<file path="src/rtl/init_pkg.sv">
// Shared types for the DRAM power-up sequencer.
// Assumes: command codes are fixed; the command stub decodes cmd_op.
package init_pkg;

    typedef enum logic [2:0] {
        OP_NOP  = 3'd0,
        OP_PDX  = 3'd1,
        OP_CALZ = 3'd2,
        OP_CALC = 3'd3,
        OP_CALE = 3'd4,
        OP_ACT  = 3'd5,
        OP_PRE  = 3'd6
    } cmd_op_e;

    typedef enum logic [3:0] {
        ST_IDLE, ST_STABLE, ST_SCK_HI, ST_SCK_LO, ST_RST_UP, ST_REGWR,
        ST_PDX, ST_CALZ, ST_CALC, ST_COND, ST_DONE, ST_PERIOD, ST_PCAL
    } phase_e;

endpackage

</file>
<file path="src/rtl/init_delay_timer.sv">
// Loadable down-counter shared by the settling delay and the maintenance
// interval. Assumes: load wins over counting; expired is high while the
// count is zero, so a loaded value N expires after N counting cycles.
module init_delay_timer #(
    parameter int W = 16
) (
    input  logic         clk,
    input  logic         rst_n,
    input  logic         load,
    input  logic [W-1:0] load_val,
    output logic         expired
);
    logic [W-1:0] cnt;

    // count down from the loaded value, stop at zero
    always_ff @(posedge clk) begin
        if (!rst_n)            cnt <= '0;
        else if (load)         cnt <= load_val;
        else if (cnt != '0)    cnt <= cnt - 1'b1;
    end

    assign expired = (cnt == '0);
endmodule

</file>
<file path="src/rtl/init_bank_track.sv">
// Per-bank open flag and conditioning pass counter.
// Assumes: act_fire/pre_fire are one-cycle handshake strobes for bank `bank`;
// clr restarts all counters at the start of an initialization.
module init_bank_track #(
    parameter int NBANK  = 8,
    parameter int PASSES = 8,
    localparam int BANK_W = $clog2(NBANK),
    localparam int PASS_W = $clog2(PASSES + 1)
) (
    input  logic              clk,
    input  logic              rst_n,
    input  logic              clr,
    input  logic              act_fire,
    input  logic              pre_fire,
    input  logic [BANK_W-1:0] bank,
    output logic [NBANK-1:0]  open_vec,
    output logic [NBANK-1:0]  full_vec
);
    for (genvar b = 0; b < NBANK; b++) begin : g_bank
        logic [PASS_W-1:0] passes;

        // track open state and completed activates of this bank
        always_ff @(posedge clk) begin
            if (!rst_n || clr) begin
                open_vec[b] <= 1'b0;
                passes      <= '0;
            end else if (act_fire && bank == BANK_W'(b)) begin
                open_vec[b] <= 1'b1;
                passes      <= passes + 1'b1;
            end else if (pre_fire && bank == BANK_W'(b)) begin
                open_vec[b] <= 1'b0;
            end
        end

        assign full_vec[b] = (passes == PASS_W'(PASSES));
    end
endmodule

</file>
<file path="src/rtl/dram_init_seq.sv">
// Power-up sequencer: settle delay, reset clocking, register writes,
// power-down exit, two calibration bursts, bank conditioning, then a
// periodic calibration loop. Assumes request/acknowledge stubs that hold
// ack for one cycle per accepted request.
module dram_init_seq
    import init_pkg::*;
#(
    parameter int NREG        = 8,
    parameter int NBANK       = 8,
    parameter int ROW_W       = 14,
    parameter int CNT_W       = 16,
    parameter int SCK_PULSES  = 4,
    parameter int CAL_REPS    = 128,
    parameter int COND_PASSES = 8,
    localparam int REG_IW = $clog2(NREG),
    localparam int BANK_W = $clog2(NBANK),
    localparam int SCK_W  = $clog2(SCK_PULSES + 1),
    localparam int CAL_W  = $clog2(CAL_REPS) + 1
) (
    input  logic              clk,
    input  logic              rst_n,
    input  logic              start,
    input  logic [CNT_W-1:0]  stable_cycles,
    input  logic [CNT_W-1:0]  cal_interval,
    input  logic [NREG-1:0]   reg_dirty,
    input  logic [NREG-1:0]   reg_bcast,
    output logic              dev_rst,
    output logic              ser_clk,
    output logic              ser_data,
    output logic              sreg_req,
    output logic [REG_IW-1:0] sreg_addr,
    output logic              sreg_bcast,
    input  logic              sreg_ack,
    output logic              cmd_req,
    output logic [2:0]        cmd_op,
    output logic [BANK_W-1:0] cmd_bank,
    output logic [ROW_W-1:0]  cmd_row,
    input  logic              cmd_ack,
    output logic              done
);
    phase_e            state;
    logic [SCK_W-1:0]  sck_cnt;
    logic [REG_IW-1:0] reg_idx;
    logic [CAL_W-1:0]  cal_cnt;
    logic              half;
    logic [BANK_W-1:0] bank_idx;
    logic [ROW_W-1:0]  row;
    logic [NBANK-1:0]  bank_open, bank_full;
    logic              tmr_load, tmr_exp, cond_ok, cmd_fire, kick;
    logic [CNT_W-1:0]  tmr_val;
    cmd_op_e           op;

    assign kick     = (state == ST_IDLE) && start;
    assign cmd_fire = cmd_req && cmd_ack;
    assign tmr_load = kick || (state == ST_DONE)
                    || (state == ST_PCAL && cmd_fire && cal_cnt[1:0] == 2'd3);
    assign tmr_val  = (state == ST_IDLE) ? stable_cycles : cal_interval;

    init_delay_timer #(.W(CNT_W)) u_timer (
        .clk(clk), .rst_n(rst_n), .load(tmr_load), .load_val(tmr_val),
        .expired(tmr_exp)
    );

    init_bank_track #(.NBANK(NBANK), .PASSES(COND_PASSES)) u_track (
        .clk(clk), .rst_n(rst_n), .clr(kick),
        .act_fire(state == ST_COND && cmd_fire && !half),
        .pre_fire(state == ST_COND && cmd_fire && half),
        .bank(bank_idx), .open_vec(bank_open), .full_vec(bank_full)
    );

    // activate only a closed, unfinished bank; precharge only an open one
    assign cond_ok = half ? bank_open[bank_idx]
                          : (!bank_open[bank_idx] && !bank_full[bank_idx]);

    // device pin levels and register-write request
    assign dev_rst    = !(state inside {ST_IDLE, ST_STABLE, ST_SCK_HI, ST_SCK_LO});
    assign ser_clk    = (state == ST_SCK_HI);
    assign ser_data   = 1'b0;
    assign sreg_req   = (state == ST_REGWR) && reg_dirty[reg_idx];
    assign sreg_addr  = reg_idx;
    assign sreg_bcast = reg_bcast[reg_idx];
    assign done       = (state == ST_DONE);
    assign cmd_bank   = bank_idx;
    assign cmd_row    = row;
    assign cmd_op     = op;

    // command code and request per phase
    always_comb begin
        op      = OP_NOP;
        cmd_req = 1'b0;
        unique case (state)
            ST_PDX:  begin op = OP_PDX; cmd_req = 1'b1; end
            ST_CALZ: begin op = half ? OP_CALE : OP_CALZ; cmd_req = 1'b1; end
            ST_CALC: begin op = half ? OP_CALE : OP_CALC; cmd_req = 1'b1; end
            ST_COND: begin op = half ? OP_PRE : OP_ACT; cmd_req = cond_ok; end
            ST_PCAL: begin
                cmd_req = 1'b1;
                unique case (cal_cnt[1:0])
                    2'd0:    op = OP_CALZ;
                    2'd2:    op = OP_CALC;
                    default: op = OP_CALE;
                endcase
            end
            default: ;
        endcase
    end

    // phase sequencing and loop counters
    always_ff @(posedge clk) begin
        if (!rst_n) begin
            state    <= ST_IDLE;
            sck_cnt  <= '0;
            reg_idx  <= '0;
            cal_cnt  <= '0;
            half     <= 1'b0;
            bank_idx <= '0;
            row      <= '0;
        end else begin
            unique case (state)
                ST_IDLE: if (start) begin
                    state    <= ST_STABLE;
                    sck_cnt  <= '0;
                    reg_idx  <= '0;
                    cal_cnt  <= '0;
                    half     <= 1'b0;
                    bank_idx <= '0;
                    row      <= '0;
                end
                ST_STABLE: if (tmr_exp) state <= ST_SCK_HI;
                ST_SCK_HI: state <= ST_SCK_LO;
                ST_SCK_LO: begin
                    if (sck_cnt == SCK_W'(SCK_PULSES - 1)) state <= ST_RST_UP;
                    else begin
                        sck_cnt <= sck_cnt + 1'b1;
                        state   <= ST_SCK_HI;
                    end
                end
                ST_RST_UP: state <= ST_REGWR;
                ST_REGWR: if (!reg_dirty[reg_idx] || sreg_ack) begin
                    if (reg_idx == REG_IW'(NREG - 1)) state <= ST_PDX;
                    else reg_idx <= reg_idx + 1'b1;
                end
                ST_PDX: if (cmd_fire) state <= ST_CALZ;
                ST_CALZ, ST_CALC: if (cmd_fire) begin
                    half <= !half;
                    if (half) begin
                        if (cal_cnt == CAL_W'(CAL_REPS - 1)) begin
                            cal_cnt <= '0;
                            state   <= (state == ST_CALZ) ? ST_CALC : ST_COND;
                        end else cal_cnt <= cal_cnt + 1'b1;
                    end
                end
                ST_COND: if (cmd_fire) begin
                    if (bank_idx == BANK_W'(NBANK - 1)) begin
                        bank_idx <= '0;
                        half     <= !half;
                        if (half) begin
                            if (row == ROW_W'(COND_PASSES - 1)) state <= ST_DONE;
                            else row <= row + 1'b1;
                        end
                    end else bank_idx <= bank_idx + 1'b1;
                end
                ST_DONE:   state <= ST_PERIOD;
                ST_PERIOD: if (tmr_exp) begin
                    state   <= ST_PCAL;
                    cal_cnt <= '0;
                end
                ST_PCAL: if (cmd_fire) begin
                    cal_cnt <= cal_cnt + 1'b1;
                    if (cal_cnt[1:0] == 2'd3) state <= ST_PERIOD;
                end
                default: state <= ST_IDLE;
            endcase
        end
    end
endmodule

</file>
<file path="config.mk">
export PLATFORM = sky130hd
export DESIGN_NAME = dram_init_seq
export DESIGN_NICKNAME = d
export VERILOG_FILES = /design/src/rtl/init_pkg.sv /design/src/rtl/init_delay_timer.sv /design/src/rtl/init_bank_track.sv /design/src/rtl/dram_init_seq.sv
export SDC_FILE = /design/constraint.sdc
export NUM_CORES = 1
export LEC_CHECK = 0
export BUFFER_PORTS_ARGS = -buffer_cell sky130_fd_sc_hd__buf_2
export CAP_MARGIN = 25
export CORE_AREA = 2 2 141 143
export CTS_CLUSTER_SIZE = 28
export DETAILED_ROUTE_END_ITERATION = 7
export DIE_AREA = 0 0 143 145
export REMOVE_ABC_BUFFERS = 1
export SYNTH_ARGS = -nofsm -noshare
export SYNTH_HDL_FRONTEND = slang
export SYNTH_SLANG_ARGS = --single-unit
</file>
<file path="constraint.sdc">
create_clock -name clk -period 3.9 [get_ports clk]
set_input_delay 0.975 -clock clk [delete_from_list [all_inputs] [get_ports clk]]
set_output_delay 0.975 -clock clk [all_outputs]
set_load 0.05 [all_outputs]
</file>
# Word level (Yosys, flattened, before mapping)
# Index checks and enable logic that the tools add are counted.
# Widths: inputs -> output; s select.
[word_totals]
register_bits = 92
output_inout_bits = 30
[op_classes]
n_addsub = 14
order_cmp = 2
n_eq_ne = 51
muxes = 79
reduce_logical = 64
[op_table]
columns = ["operator", "n"]
rows = [
  ["$mux 14", 5],
  ["$mux 4", 15],
  ["$eq 4x4->1 const B", 13],
  ["$mux 16", 3],
  ["$mux 8", 6],
  ["$pmux 4 s12", 1],
  ["$add 4x1->4 const B", 8],
  ["$pmux 8 s4", 1],
  ["$pmux 14 s2", 1],
  ["$mux 3", 9],
  ["$mux 1", 26],
  ["$ne 2x2->1 const B", 13],
  ["$logic_and 1x1->1", 25],
  ["$pmux 3 s2", 4],
  ["$reduce_bool 2->1", 12],
  ["$eq 4x3->1 const B", 4],
  ["$logic_not 16->1", 1],
  ["$reduce_bool 16->1", 1],
  ["$sub 16x1->16 const B", 1],
  ["$eq 3x3->1 const B", 5],
  ["$pmux 3 s5", 1],
  ["$reduce_and 15->1", 1],
  ["$add 14x1->14 const B", 1],
  ["$eq 14x3->1 const B", 1],
  ["other kinds (27)", 52],
]

# Longest topological paths before layout
[depth]
ltp_word = 13
mapped_depth = 12

# Hierarchy
# A second synthesis with hierarchy kept.
[unflattened]
cells_unflattened = 680
area_unflattened_um2 = 5667.9
[by_module_without_submodules]
columns = ["module", "instances", "cells_per_inst", "area_per_inst_um2", "seq_area_each_um2"]
rows = [
  ["dram_init_seq", 1, 332, 2808.9, 720.7],
  ["init_bank_track", 1, 232, 1919.3, 800.8],
  ["init_delay_timer", 1, 116, 939.7, 320.3],
]

# Least setup slack after synthesis
# No wires, ideal clock.
[synth_timing]
kind = "register to output"
startpoint = "register bank_idx[0], in the netlist cmd_bank[0]"
endpoint = "output cmd_req"
arrival_ps = 2396
required_ps = 2925
path_slack_ps = 529
path_stages_with_launch = 8
n_path_buf = 2
cell_sequence = "dfxtp_1 -> buf_4 -> mux2i_1 -> mux4_2 -> o221ai_1 -> a21oi_1 -> inv_1 -> clkbuf_1"
[synth_via]
elab_chain_cells = 6
word_cells_on_any_way = 9
[synth_rtl]
columns = ["element", "line_no", "source"]
rows = [
  ["start: declaration", "dram_init_seq.sv:46", "logic [BANK_W-1:0] bank_idx;"],
  ["start signal: assignment", "dram_init_seq.sv:161", "end else bank_idx <= bank_idx + 1'b1;"],
  ["$bmux 1 s3 (on tied branches)", "dram_init_seq.sv:72, dram_init_seq.sv:73", ""],
  ["$mux 1 (on tied branches)", "dram_init_seq.sv:72, dram_init_seq.sv:73", ""],
  ["$logic_not 1->1", "dram_init_seq.sv:73", ": (!bank_open[bank_idx] && !bank_full[bank_idx]);"],
  ["$logic_and 1x1->1", "dram_init_seq.sv:73", ""],
  ["$mux 1 (*)", "dram_init_seq.sv:72", "assign cond_ok = half ? bank_open[bank_idx]"],
  ["$pmux 1 s2 (*)", "dram_init_seq.sv:91", "unique case (state)"],
  ["end: declaration", "dram_init_seq.sv:34", "output logic cmd_req,"],
]
# Every way passes the cells marked *; elsewhere a longest branch is shown, timed or not. The select of a mux whose other input is x is not followed.

# Worst setup path after layout
# Ends and elaborated chain as after synthesis.

==> impl_metrics.tcl <==
set metrics [dict create \
    outcome "finished, final reports clean" \
    vias_per_cell 5.04 \
    required_ns 2.92 \
    post_cts_resized 0 \
    ctsLongestPathBuffers 2 \
    finalClockSkew_ns 0.00765 \
    hpwl_mm 10.5 \
    worst_ep_arrival_time_ns 2.49 \
    dpl-instance-area_um2 6320 \
    worstMarginPinSlew_ns 0.690 \
    final_net_count 842 \
    drtIter0Drc 233 \
    setup_tns_ns 0 \
    antenna_found_initial 0 \
    synthesis.area_um2 5640 \
    grt_pass1_wl_mm 24.2 \
    die-area_um2 20700 \
    synth_top_cell_area_share 0.327 \
    async_reset_ff_frac 0 \
    die_w_um 143 \
    period_share 0.888 \
    cellLeakagePower_nw 2.60 \
    cts_buffers 9 \
    max_freq_mhz 289 \
    cp-start-kind "flip-flop" \
    ys_seq_area_frac 0.327 \
    ant_nets 0 \
    start_util 0.294 \
    port_buffers 81 \
    io-pin-count 83 \
    cts-root-buf "clkbuf_16" \
    antennaDiodeCount 0 \
    min_period_ns 3.46 \
    routed_wl_mm 14.5 \
    powerDensity_nw_per_um2 475 \
    die_y_um 145 \
    setup_ws_ns 0.437 \
    cts_setup_buffers 0 \
    peakVddDrop_uv 204 \
    synth-edff-count 0 \
    tritoncts "built" \
    dp_slack_ns 0.772 \
    ys.warnings.count 0 \
    worstPathMaxFanout 12 \
    ys.flop_type "dfxtp_1" \
    vias 5185 \
    max-slew-margin-rel 0.540 \
    grt_max_degree 27 \
    grt_pass1_vias 4921 \
    slew_violations 0 \
    hold_ws_ns 0.470 \
    gp_congestion 0.803 \
    cap_violations 0 \
    ys_ff_latch 92 \
    drcViolationCount 0 \
    grtUsageTotal 0.143 \
    drive_gt1_frac 0.185 \
    end_kind "primary output" \
    clk_latency_ns 0.35 \
    path_class "reg2out" \
    syn_avg_cell_area_um2 8.17 \
    numClockSinks 92 \
    core.rowCount 51 \
    fin_util 0.346 \
    rsz0062_at_grt "no" \
    synth_top_area_cell "dfxtp_1" \
    clkTransAtPathRegs_ns 0.06 \
    synthCells 690 \
    htreeDepth 3 \
    ctsHoldBuffers 0 \
    area_growth_pct 17.7 \
    synth_area_leaders "dfxtp_1 33%, ha_1 6.9%, mux2i_1 5.1%" \
    first_pass_iters 4 \
    core_um2 19200 \
    setup_violations 0 \
    hold_class "reg2reg" \
    stdcell_area_um2 6640 \
    hold_violations 0 \
    ys_types 70 \
    grt_remaining_overflow 0 \
    avgRoutedWirePerCell_um 14.1 \
]
power breakdown:
part | switching, mW | internal [mW] | total (mW)
sequential | 0.120 | 1.03 | 1.15
clock | 0.378 | 0.579 | 0.957
combinational | 0.610 | 0.439 | 1.05
synthesized netlist by cell type (5+ instances only):
cell type	number
inv_1	33
nor4b_1	8
nand2_1	76
nor3_1	14
ha_1	31
xnor2_1	18
o21ai_0	22
mux2i_1	29
a31o_2	7
nor4_1	6
or3_1	25
o22ai_1	9
mux4_2	5
and3_1	7
o211ai_1	5
nand4_1	17
dfxtp_1	92
nor2_1	62
nand2b_1	9
a21oi_1	47
nor3_2	6
or4_1	10
nor2b_1	6
clkbuf_1	28
o31ai_1	13
nand3_1	24
buf_2	7
kinds of logic after synthesis:
group                      Yosys count  synth area share
AOI/OAI and AO/OA                  136             0.154
xor gates and xnor gates            22            0.0342
adders and majority gates           31            0.0688
buffers and inverters               72            0.0522
DFF                                 92             0.327
muxes                               35            0.0735
other                                1          0.000665
and+or+nand+nor                    301             0.290
worst max-delay path, cell delays in order, from the launching register on:
cell and delay [ns]:
dfxtp_1 0.66, mux2i_1 0.18, mux4_2 0.53, o221ai_1 0.25
a21oi_1 0.10, inv_1 0.13, buf_2 0.28
per-stage QoR:
stage	std cells	total power, mW
3_3_place_gp	1012	2.20
3_5_place_dp	1012	2.22
4_1_cts	1028	3.19
2_1_floorplan	651	1.90
5_1_grt	1028	3.36
6_report	1028	3.15
state kept, by name (all words and copies together), names as in the netlist:
signal                 count
u_track.open_vec           8
u_track.g_bank.passes     32
u_timer.cnt               16
cmd_bank                   3
cmd_row                   14
sreg_addr                  3
state                      4
half                       1
cal_cnt                    8
sck_cnt                    3
placed cells by master (no fill, tap or decap), types with 5 or more instances in the layout:
cell / count
nand2b_1: 9
a21oi_1: 47
nand3_1: 24
buf_2: 81
and3_1: 7
mux4_2: 5
o21ai_0: 22
inv_1: 33
ha_1: 31
nand2_1: 76
or3_1: 25
o211ai_1: 5
nor3_1: 14
nor2_1: 62
mux2i_1: 29
a31o_2: 7
buf_4: 15
nor2b_1: 6
xnor2_1: 18
o22ai_1: 9
o31ai_1: 13
or4_1: 10
nand4_1: 17
dfxtp_1: 92
nor4b_1: 8
clkbuf_16: 9
nor4_1: 6
nor3_2: 6
final timing paths:
path,end,slack [ns],depth (start not counted),from
max reg2reg,cmd_row[13],0.80,7,cmd_bank[0]
max,cmd_req,0.44,6,cmd_bank[0]
min,u_track.g_bank[5].passes[3],0.47,2,u_track.g_bank[5].passes[3]
min reg2reg,u_track.g_bank[5].passes[3],0.47,2,u_track.g_bank[5].passes[3]
cell type report:
type / count / area [um2]
Multi-Input combinational cell: 526 / 3500
Inverter: 33 / 124
Tap cell: 265 / 332
Sequential cell: 92 / 1840
Clock buffer: 12 / 246
Timing Repair Buffer: 96 / 518
Fill cell: 2021 / 12600
Clock inverter: 4 / 72.6
per-layer routing:
layer | GRT usage | vias to the layer above | share of wire
met2 | 0.233 | 112 | 0.46
met4 | 0.0391 | 0 | 0.014
met1 | 0.189 | 2420 | 0.47
met5 | 0 | - | 0
met3 | 0.0333 | 14 | 0.052
li1 | - | 2639 | -
No activity file was read; power rests on OpenSTA's default activity.
